File: config.mk
export PLATFORM = sky130hd
export DESIGN_NAME = frt_timer
export DESIGN_NICKNAME = d
export VERILOG_FILES = /design/src/rtl/frt_pkg.sv /design/src/rtl/frt_prescaler.sv /design/src/rtl/frt_counter.sv /design/src/rtl/frt_timer.sv
export SDC_FILE = /design/constraint.sdc
export NUM_CORES = 1
export LEC_CHECK = 0
export ABC_AREA = 1
export BUFFER_PORTS_ARGS = -buffer_cell sky130_fd_sc_hd__buf_4
export CORE_MARGIN = 5
export CORE_UTILIZATION = 40
export DETAILED_ROUTE_END_ITERATION = 6
export HOLD_SLACK_MARGIN = 0.03
export PLACE_DENSITY = 0.74
export SLEW_MARGIN = 10
export SYNTH_ARGS = -nofsm -noshare
export SYNTH_HDL_FRONTEND = slang
export SYNTH_SLANG_ARGS = --single-unit
File: constraint.sdc
create_clock -name clk_i -period 2.8 [get_ports clk_i]
set_input_delay 0.56 -clock clk_i [delete_from_list [all_inputs] [get_ports clk_i]]
set_output_delay 0.56 -clock clk_i [all_outputs]
set_load 0.01 [all_outputs]
File: src/rtl/frt_pkg.sv
package frt_pkg;
  typedef enum logic [1:0] {
    DIV_4  = 2'b00,
    DIV_16 = 2'b01,
    DIV_32 = 2'b10,
    DIV_64 = 2'b11
  } div_sel_e;

  localparam int PRE_W = 6;

  localparam logic ADDR_CTRL = 1'b0;
  localparam logic ADDR_CNT  = 1'b1;

  localparam int BIT_RUN  = 0;
  localparam int BIT_MODE = 1;
  localparam int BIT_CLR  = 2;
  localparam int BIT_DIV  = 4;

  function automatic logic [PRE_W-1:0] div_last(input div_sel_e sel);
    case (sel)
      DIV_4:   div_last = PRE_W'(3);
      DIV_16:  div_last = PRE_W'(15);
      DIV_32:  div_last = PRE_W'(31);
      default: div_last = PRE_W'(63);
    endcase
  endfunction
endpackage

File: src/rtl/frt_prescaler.sv
module frt_prescaler
  import frt_pkg::*;
(
  input  logic     clk_i,
  input  logic     rst_ni,
  input  logic     run_i,
  input  logic     restart_i,
  input  div_sel_e div_sel_i,
  output logic     tick_o
);
  logic [PRE_W-1:0] pre_q;

  assign tick_o = run_i && (pre_q == div_last(div_sel_i));

  always_ff @(posedge clk_i or negedge rst_ni) begin
    if (!rst_ni)                 pre_q <= '0;
    else if (restart_i || tick_o) pre_q <= '0;
    else if (run_i)              pre_q <= pre_q + 1'b1;
  end

  assert_pre_hold_R4: assert property (@(posedge clk_i) disable iff (!rst_ni)
    (!run_i && !restart_i) |=> $stable(pre_q));

  // shortest ratio is 4, so pulses never touch
  assert_tick_spaced_R2: assert property (@(posedge clk_i) disable iff (!rst_ni)
    tick_o |=> !tick_o);
endmodule

File: src/rtl/frt_counter.sv
module frt_counter #(
  parameter int CNT_W = 16
) (
  input  logic             clk_i,
  input  logic             rst_ni,
  input  logic             run_i,
  input  logic             tick_i,
  input  logic             cmp_mode_i,
  input  logic             clr_wr_i,
  input  logic             load_i,
  input  logic [CNT_W-1:0] load_val_i,
  input  logic [CNT_W-1:0] cmp_val_i,
  output logic [CNT_W-1:0] cnt_o,
  output logic             clr_pend_o,
  output logic             clear_o
);
  logic [CNT_W-1:0] cnt_q;
  logic             pend_q;
  logic             cmp_hit;

  assign cmp_hit = tick_i && cmp_mode_i && (cnt_q == cmp_val_i);
  assign clear_o = run_i && (pend_q || cmp_hit);

  always_ff @(posedge clk_i or negedge rst_ni) begin
    if (!rst_ni)      cnt_q <= '0;
    else if (clear_o) cnt_q <= '0;
    else if (load_i)  cnt_q <= load_val_i;
    else if (tick_i)  cnt_q <= cnt_q + 1'b1;
  end

  // a new request wins over a same-cycle clear
  always_ff @(posedge clk_i or negedge rst_ni) begin
    if (!rst_ni)       pend_q <= 1'b0;
    else if (clr_wr_i) pend_q <= 1'b1;
    else if (clear_o)  pend_q <= 1'b0;
  end

  assign cnt_o      = cnt_q;
  assign clr_pend_o = pend_q;

  assert_hold_stopped_R4: assert property (@(posedge clk_i) disable iff (!rst_ni)
    (!run_i && !load_i) |=> $stable(cnt_q));

  assert_pend_kept_R6: assert property (@(posedge clk_i) disable iff (!rst_ni)
    (pend_q && !run_i) |=> pend_q);

  assert_coincide_R9: assert property (@(posedge clk_i) disable iff (!rst_ni)
    (clr_wr_i && clear_o) |=> (pend_q && cnt_q == '0));

  assert_idle_R2: assert property (@(posedge clk_i) disable iff (!rst_ni)
    (!tick_i && !clear_o && !load_i) |=> $stable(cnt_q));
endmodule

File: src/rtl/frt_timer.sv
module frt_timer
  import frt_pkg::*;
#(
  parameter int CNT_W = 16
) (
  input  logic             clk_i,
  input  logic             rst_ni,
  input  logic             we_i,
  input  logic             addr_i,
  input  logic [CNT_W-1:0] wdata_i,
  output logic [CNT_W-1:0] rdata_o,
  input  logic [CNT_W-1:0] cmp_val_i,
  output logic [CNT_W-1:0] count_o
);
  logic     run_q, mode_q;
  div_sel_e div_q;
  logic     ctrl_wr, cnt_wr, div_chg, clr_wr;
  logic     tick, clear, pend;
  div_sel_e div_new;

  assign ctrl_wr = we_i && (addr_i == ADDR_CTRL);
  assign cnt_wr  = we_i && (addr_i == ADDR_CNT);
  assign div_new = div_sel_e'(wdata_i[BIT_DIV +: 2]);
  assign div_chg = ctrl_wr && (div_new != div_q);
  assign clr_wr  = ctrl_wr && wdata_i[BIT_CLR];

  always_ff @(posedge clk_i or negedge rst_ni) begin
    if (!rst_ni) begin
      run_q  <= 1'b0;
      mode_q <= 1'b0;
      div_q  <= DIV_4;
    end else if (ctrl_wr) begin
      run_q  <= wdata_i[BIT_RUN];
      mode_q <= wdata_i[BIT_MODE];
      div_q  <= div_new;
    end
  end

  frt_prescaler u_pre (
    .clk_i     (clk_i),
    .rst_ni    (rst_ni),
    .run_i     (run_q),
    .restart_i (div_chg || clear),
    .div_sel_i (div_q),
    .tick_o    (tick)
  );

  frt_counter #(.CNT_W(CNT_W)) u_cnt (
    .clk_i      (clk_i),
    .rst_ni     (rst_ni),
    .run_i      (run_q),
    .tick_i     (tick),
    .cmp_mode_i (mode_q),
    .clr_wr_i   (clr_wr),
    .load_i     (cnt_wr),
    .load_val_i (wdata_i),
    .cmp_val_i  (cmp_val_i),
    .cnt_o      (count_o),
    .clr_pend_o (pend),
    .clear_o    (clear)
  );

  always_comb begin
    rdata_o = '0;
    if (addr_i == ADDR_CNT) begin
      rdata_o = count_o;
    end else begin
      rdata_o[BIT_RUN]      = run_q;
      rdata_o[BIT_MODE]     = mode_q;
      rdata_o[BIT_CLR]      = pend;
      rdata_o[BIT_DIV +: 2] = div_q;
    end
  end

  assert_stopped_no_clear_R4: assert property (@(posedge clk_i) disable iff (!rst_ni)
    !run_q |-> !clear);
endmodule

==> flow_summary.json, run 1 <==
{
  "status": "finished clean",
  "ys_seq_elements": 27,
  "clkLatencyLatePin_ns": 0.28,
  "die_width_um": 85.1,
  "use_met2_pct": 30.2,
  "muxShareOfSynthArea_pct": 0,
  "place_area_um2": 2800,
  "setup_violations": 0,
  "path_max_fanout": 33,
  "max_stage_delay_ns": 0.51,
  "timing.final.crit_share_pct": 64.2,
  "drt-pass1-iter-count": 5,
  "arrival_ns": 1.98,
  "p_per_area_nw_per_um2": 480,
  "ctsResizeCount": 0,
  "critPathKind": "register to register",
  "viasPerCell": 4.89,
  "io_pins": 68,
  "yosys.area_share.xor_xnor_pct": 2.72,
  "drt_iter0_drc": 195,
  "drv_cap": 0,
  "rows": 27,
  "netlist_instances": 379,
  "max_clock_freq_mhz": 556,
  "path_clk_slew_ns": 0.11,
  "grt_overflow_total": 0,
  "clockRootBuffer": "clkbuf_8",
  "antenna_left": 0,
  "min_period_ns": 1.80,
  "finalHoldViolCount": 0,
  "grtUsageTotal_pct": 17.6,
  "final-max-slew-violation-count": 0,
  "synth_top_cell_area_share_pct": 29.9,
  "clockBufferDepth": 2,
  "cpMostUsedCell": "nand2_1",
  "yosys.area.top_type": "dfrtp_1",
  "synth-compound-area-share_pct": 6.60,
  "yosysUniqueCellTypes": 26,
  "cts_tree": "yes",
  "die_h_um": 85.1,
  "end_kind": "register",
  "fillers": 574,
  "cts.sinks": 27,
  "worst_slew_margin_rel_pct": 62.5,
  "rsz0062_at_grt": "false",
  "holdBufCountCts": 0,
  "finClkSkew_ns": 0.00586,
  "drc_errors": 0,
  "wl_per_cell_um": 12.6,
  "postCtsSetupBuffers": 0,
  "syn_nets": 417,
  "yosysWarnings": 0,
  "antenna_found_initial": 0,
  "required_ns": 2.98,
  "detailed_place_hpwl_um": 4900,
  "tightest_slew_ns": 0.558,
  "wl_um": 6480,
  "start_util_pct": 41.0,
  "drive_above_1_share_pct": 21.1,
  "diodes": 0,
  "start_kind": "register",
  "synthAdderAreaFrac_pct": 1.11,
  "yosysSeqAreaShare_pct": 29.9,
  "cp_slowest_cell": "dfrtp_1",
  "cts_buffers": 3,
  "p_leak_uw": 0.00165,
  "yosys.area_share.simple_pct": 46.6,
  "dieArea_um2": 7250,
  "final_area_um2": 2850,
  "netlist_area_um2": 2260,
  "synth_top_family_by_area": "simple AND/OR/NAND/NOR gates",
  "grt_max_degree": 34,
  "cp_top_family": "simple AND/OR/NAND/NOR gates",
  "use_met3_pct": 1.65,
  "multi_input_area_um2": 1290,
  "setup-tns-final_ns": 0,
  "io_buffers": 67,
  "synthToLayoutAreaGrowth_pct": 26.2,
  "synth.area.top_cells": "dfrtp_1, nand2_1, nand3_1",
  "via_count": 2507,
  "crit_chain": "inv_1 > nand2_1 > nand2_1 > nor2_1 > nand2_1 > nor2_2 > nand3_2 > nand2_2 > nand2_4 > nand2_1 > nor2_1",
  "crit_buf_inv": 1,
  "ir_drop_mv": 0.234,
  "grt_pass1_wl_um": 10600,
  "grt_busiest_layer": "met2",
  "grt_pass1_vias": 2292,
  "core_area_um2": 5510,
  "use_met1_pct": 23.6,
  "finalNetCount": 480,
  "avgSynthCellArea_um2": 5.96,
  "min_path_type": "input pin to async pin",
  "cts_max_level": 1,
  "seq_area_um2": 676,
  "gp_congestion": 0.964
}
-- per-stage QoR --
stage | hold slack, ns | cells | util, % | power [uW] | setup WS [ns]
2_1_floorplan | 0.264 | 379 | - | 890 | 1.07
3_3_place_gp | 0.482 | 509 | 50.8 | 1120 | 0.958
3_5_place_dp | 0.482 | 509 | 50.8 | 1140 | 0.939
4_1_cts | 0.189 | 513 | 51.7 | 1370 | 1.00
5_1_grt | 0.196 | 513 | 51.7 | 1470 | 0.795
6_report | 0.172 | 513 | 51.7 | 1370 | 1.00
-- synth_stat cells, drive strengths merged --
cell type,count
buf,7
nand3,54
o21ai,20
nand4,6
dfrtp,27
a21oi,4
nor2,32
xor2,4
or2,2
a31oi,1
clkbuf,5
xnor2,3
o31ai,1
ha,2
clkinv,1
inv,58
nand2,144
nor3,6
o21bai,2
-- cell families (layout without fill, tap and decap cells) --
logic type | after synthesis | in the layout
fa+ha+maj | 2 | 2
xor+xnor | 7 | 7
flops | 27 | 27
compound gates | 28 | 28
buf+inv | 71 | 133
simple gates | 244 | 244
-- per-layer routing --
layer	share of wire [%]	vias up
li1	-	1301
met1	44	1123
met2	48	71
met3	5.7	12
met4	1.8	0
met5	0	-
-- where the power goes --
group	switching [uW]	leakage, uW	total (uW)	internal, uW
clock	140	0.0000217	242	101
sequential	123	0.000356	579	456
combinational	298	0.00127	547	249
-- sequential cells by signal, summed over array words and instances (netlist names) --
signal,cells
u_cnt.clr_pend_o,1
run_q,1
div_q,2
u_pre.pre_q,6
u_cnt.cnt_o,16
mode_q,1
-- cell usage in the layout (no fill, tap or decap), drive strengths merged --
| cell | count |
|---|---|
| clkinvlp | 1 |
| buf | 70 |
| clkinv | 1 |
| nand4 | 6 |
| a21oi | 4 |
| nor2 | 32 |
| xnor2 | 3 |
| dfrtp | 27 |
| a31oi | 1 |
| ha | 2 |
| inv | 58 |
| nand2 | 144 |
| o21bai | 2 |
| o21ai | 20 |
| or2 | 2 |
| xor2 | 4 |
| nor3 | 6 |
| clkbuf | 3 |
| o31ai | 1 |
| nand3 | 54 |
-- layout make-up --
cell class | count | share of cell area [%]
timing repair buffer | 70 | 18.5
clock buffer | 3 | 1.45
inverter | 59 | 7.78
clock inverter | 1 | 0.264
sequential | 27 | 23.7
multi-input combinational | 281 | 45.2
tap | 72 | 3.16
-- final timing paths --
kind / start / endpoint / slack (ns) / cells past startpoint
max: u_cnt.cnt_o[12] / u_pre.pre_q[3] / 1.00 / 11
min: rst_ni / u_pre.pre_q[1] / 0.17 / 1
max reg2reg: u_cnt.cnt_o[12] / u_pre.pre_q[3] / 1.00 / 11
min reg2reg: u_pre.pre_q[0] / u_pre.pre_q[0] / 0.50 / 1
max in group asynchronous: rst_ni / u_cnt.cnt_o[4] / 2.35 / 1
min in group clk_i: wdata_i[1] / mode_q / 0.49 / 3
No activity file was read; power rests on OpenSTA's default activity.
==> run 2, diff against run 1 <==
clock period = 1.82 ns   (was 2.8 ns; I/O delays follow)
==> flow_summary.json, run 2 (synthesized netlist as in run 1, its figures left out) <==
{
  "status": "finished clean",
  "core_area_um2": 5510,
  "cts_max_level": 1,
  "via_count": 2573,
  "min_period_ns": 1.68,
  "drive_above_1_share_pct": 24.2,
  "grtUsageTotal_pct": 18.9,
  "arrival_ns": 1.87,
  "min_path_cells": 3,
  "end_kind": "register",
  "postCtsSetupBuffers": 0,
  "min_path_type": "input pin to register",
  "path_clk_slew_ns": 0.10,
  "grt_overflow_total": 0,
  "path_max_fanout": 33,
  "min-delay-start": "wdata_i[0]",
  "drv_cap": 0,
  "dieArea_um2": 7250,
  "finClkSkew_ns": 0.00209,
  "finalHoldViolCount": 0,
  "cts.sinks": 27,
  "grt_pass1_wl_um": 11200,
  "setup_violations": 0,
  "die_h_um": 85.1,
  "io_buffers": 67,
  "largest_reg_flops": 16,
  "start_util_pct": 41.0,
  "final_cell_mix": "nand2_1, buf_4, inv_1, nand3_1, nor2_1",
  "worst-r2r-setup-slack_ns": 0.14,
  "max_clock_freq_mhz": 594,
  "utilization_pct": 53.9,
  "fillers": 575,
  "ir_drop_mv": 0.373,
  "clkLatencyLatePin_ns": 0.28,
  "finalNetCount": 493,
  "synthToLayoutAreaGrowth_pct": 31.4,
  "final-max-slew-violation-count": 0,
  "antenna_left": 0,
  "worst_slew_margin_rel_pct": 71.3,
  "r2r_cells": 12,
  "grt_max_degree": 34,
  "reg2reg_from": "u_pre.pre_q[0]",
  "start_kind": "register",
  "reg2reg_to": "u_pre.pre_q[2]",
  "rsz0062_at_grt": "true",
  "critPathKind": "register to register",
  "startpoint": "u_pre.pre_q[0]",
  "wl_um": 6870,
  "p_per_area_nw_per_um2": 734,
  "setup-tns-final_ns": 0,
  "clockRootBuffer": "clkbuf_8",
  "timing.final.crit_share_pct": 92.5,
  "cts_buffers": 3,
  "final_common_cell": "nand2_1",
  "wl_per_cell_um": 13.1,
  "gp_congestion": 0.954,
  "rows": 27,
  "diodes": 0,
  "viasPerCell": 4.89,
  "die_width_um": 85.1,
  "antenna_found_initial": 0,
  "drt-pass1-iter-count": 4,
  "clockBufferDepth": 2,
  "tightest_slew_ns": 0.427,
  "io_pins": 68,
  "required_ns": 2.00,
  "grt_pass1_vias": 2442,
  "drc_errors": 0,
  "p_leak_uw": 0.00171,
  "drt_iter0_drc": 195,
  "detailed_place_hpwl_um": 5300,
  "cts_tree": "yes",
  "holdPathEnd": "run_q"
}
==> run 2: layout make-up <==
type | count | area, um2 | area share [%]
Tap cell | 72 | 90.1 | 3.04
Clock inverter | 1 | 5.00 | 0.169
Timing Repair Buffer | 83 | 626 | 21.1
Sequential cell | 27 | 681 | 22.9
Inverter | 59 | 221 | 7.47
Multi-Input combinational cell | 281 | 1300 | 43.9
Clock buffer | 3 | 41.3 | 1.39
==> run 2: per-layer routing <==
layer	up-vias	routed length, um	track usage, %
li1	1326	-	-
met5	-	0	0
met1	1151	2950	24.5
met4	0	148	7.63
met2	83	3340	32.3
met3	13	434	1.75
==> run 2: through the flow <==
step	std cells	instance area (um2)	power, uW	setup slack, ns	hold WS (ns)
3_5_place_dp	521	2890	1800	0.0428	0.306
3_3_place_gp	521	2890	1770	0.0854	0.300
5_1_grt	526	2970	2340	-0.000247	0.312
6_report	526	2970	2180	0.136	0.290
4_1_cts	526	2950	2170	0.0271	0.291
2_1_floorplan	379	2260	1370	0.309	0.0684
==> run 2: where the power goes <==
part	internal, uW	switching [uW]	leakage, uW
registers	707	151	0.000351
logic	427	519	0.00133
clock network	155	219	0.0000255
total	1290	890	0.00171
==> run 2: worst max-delay path: stages, from the launching register on <==
cell	delay (ns)
dfrtp_1	0.40
ha_1	0.17
nand2_2	0.07
clkinv_1	0.06
nand2_2	0.04
nor2_2	0.08
nand3_2	0.11
nor2_2	0.11
nand3_2	0.09
nand2_2	0.12
nand2_8	0.16
nand2_2	0.13
nor2_1	0.05
==> run 2: worst max path at each step <==
stage | endpoint | slack (ns) | depth (start not counted)
floorplan | u_cnt.cnt_o[6] | 0.31 | 13
finish | u_pre.pre_q[2] | 0.14 | 12
detailed placement | u_pre.pre_q[2] | 0.04 | 11
CTS | u_pre.pre_q[2] | 0.03 | 12
global placement | u_pre.pre_q[5] | 0.09 | 11
global route | u_pre.pre_q[2] | -0.0002 | 12
==> run 2: timing repair <==
action / 4_1_cts / 5_1_grt
endpoints found under the setup margin: 0 / 20
endpoints found under the hold margin: 27 / 0
hold buffers: 1 / 0
gates resized for setup: 0 / 7
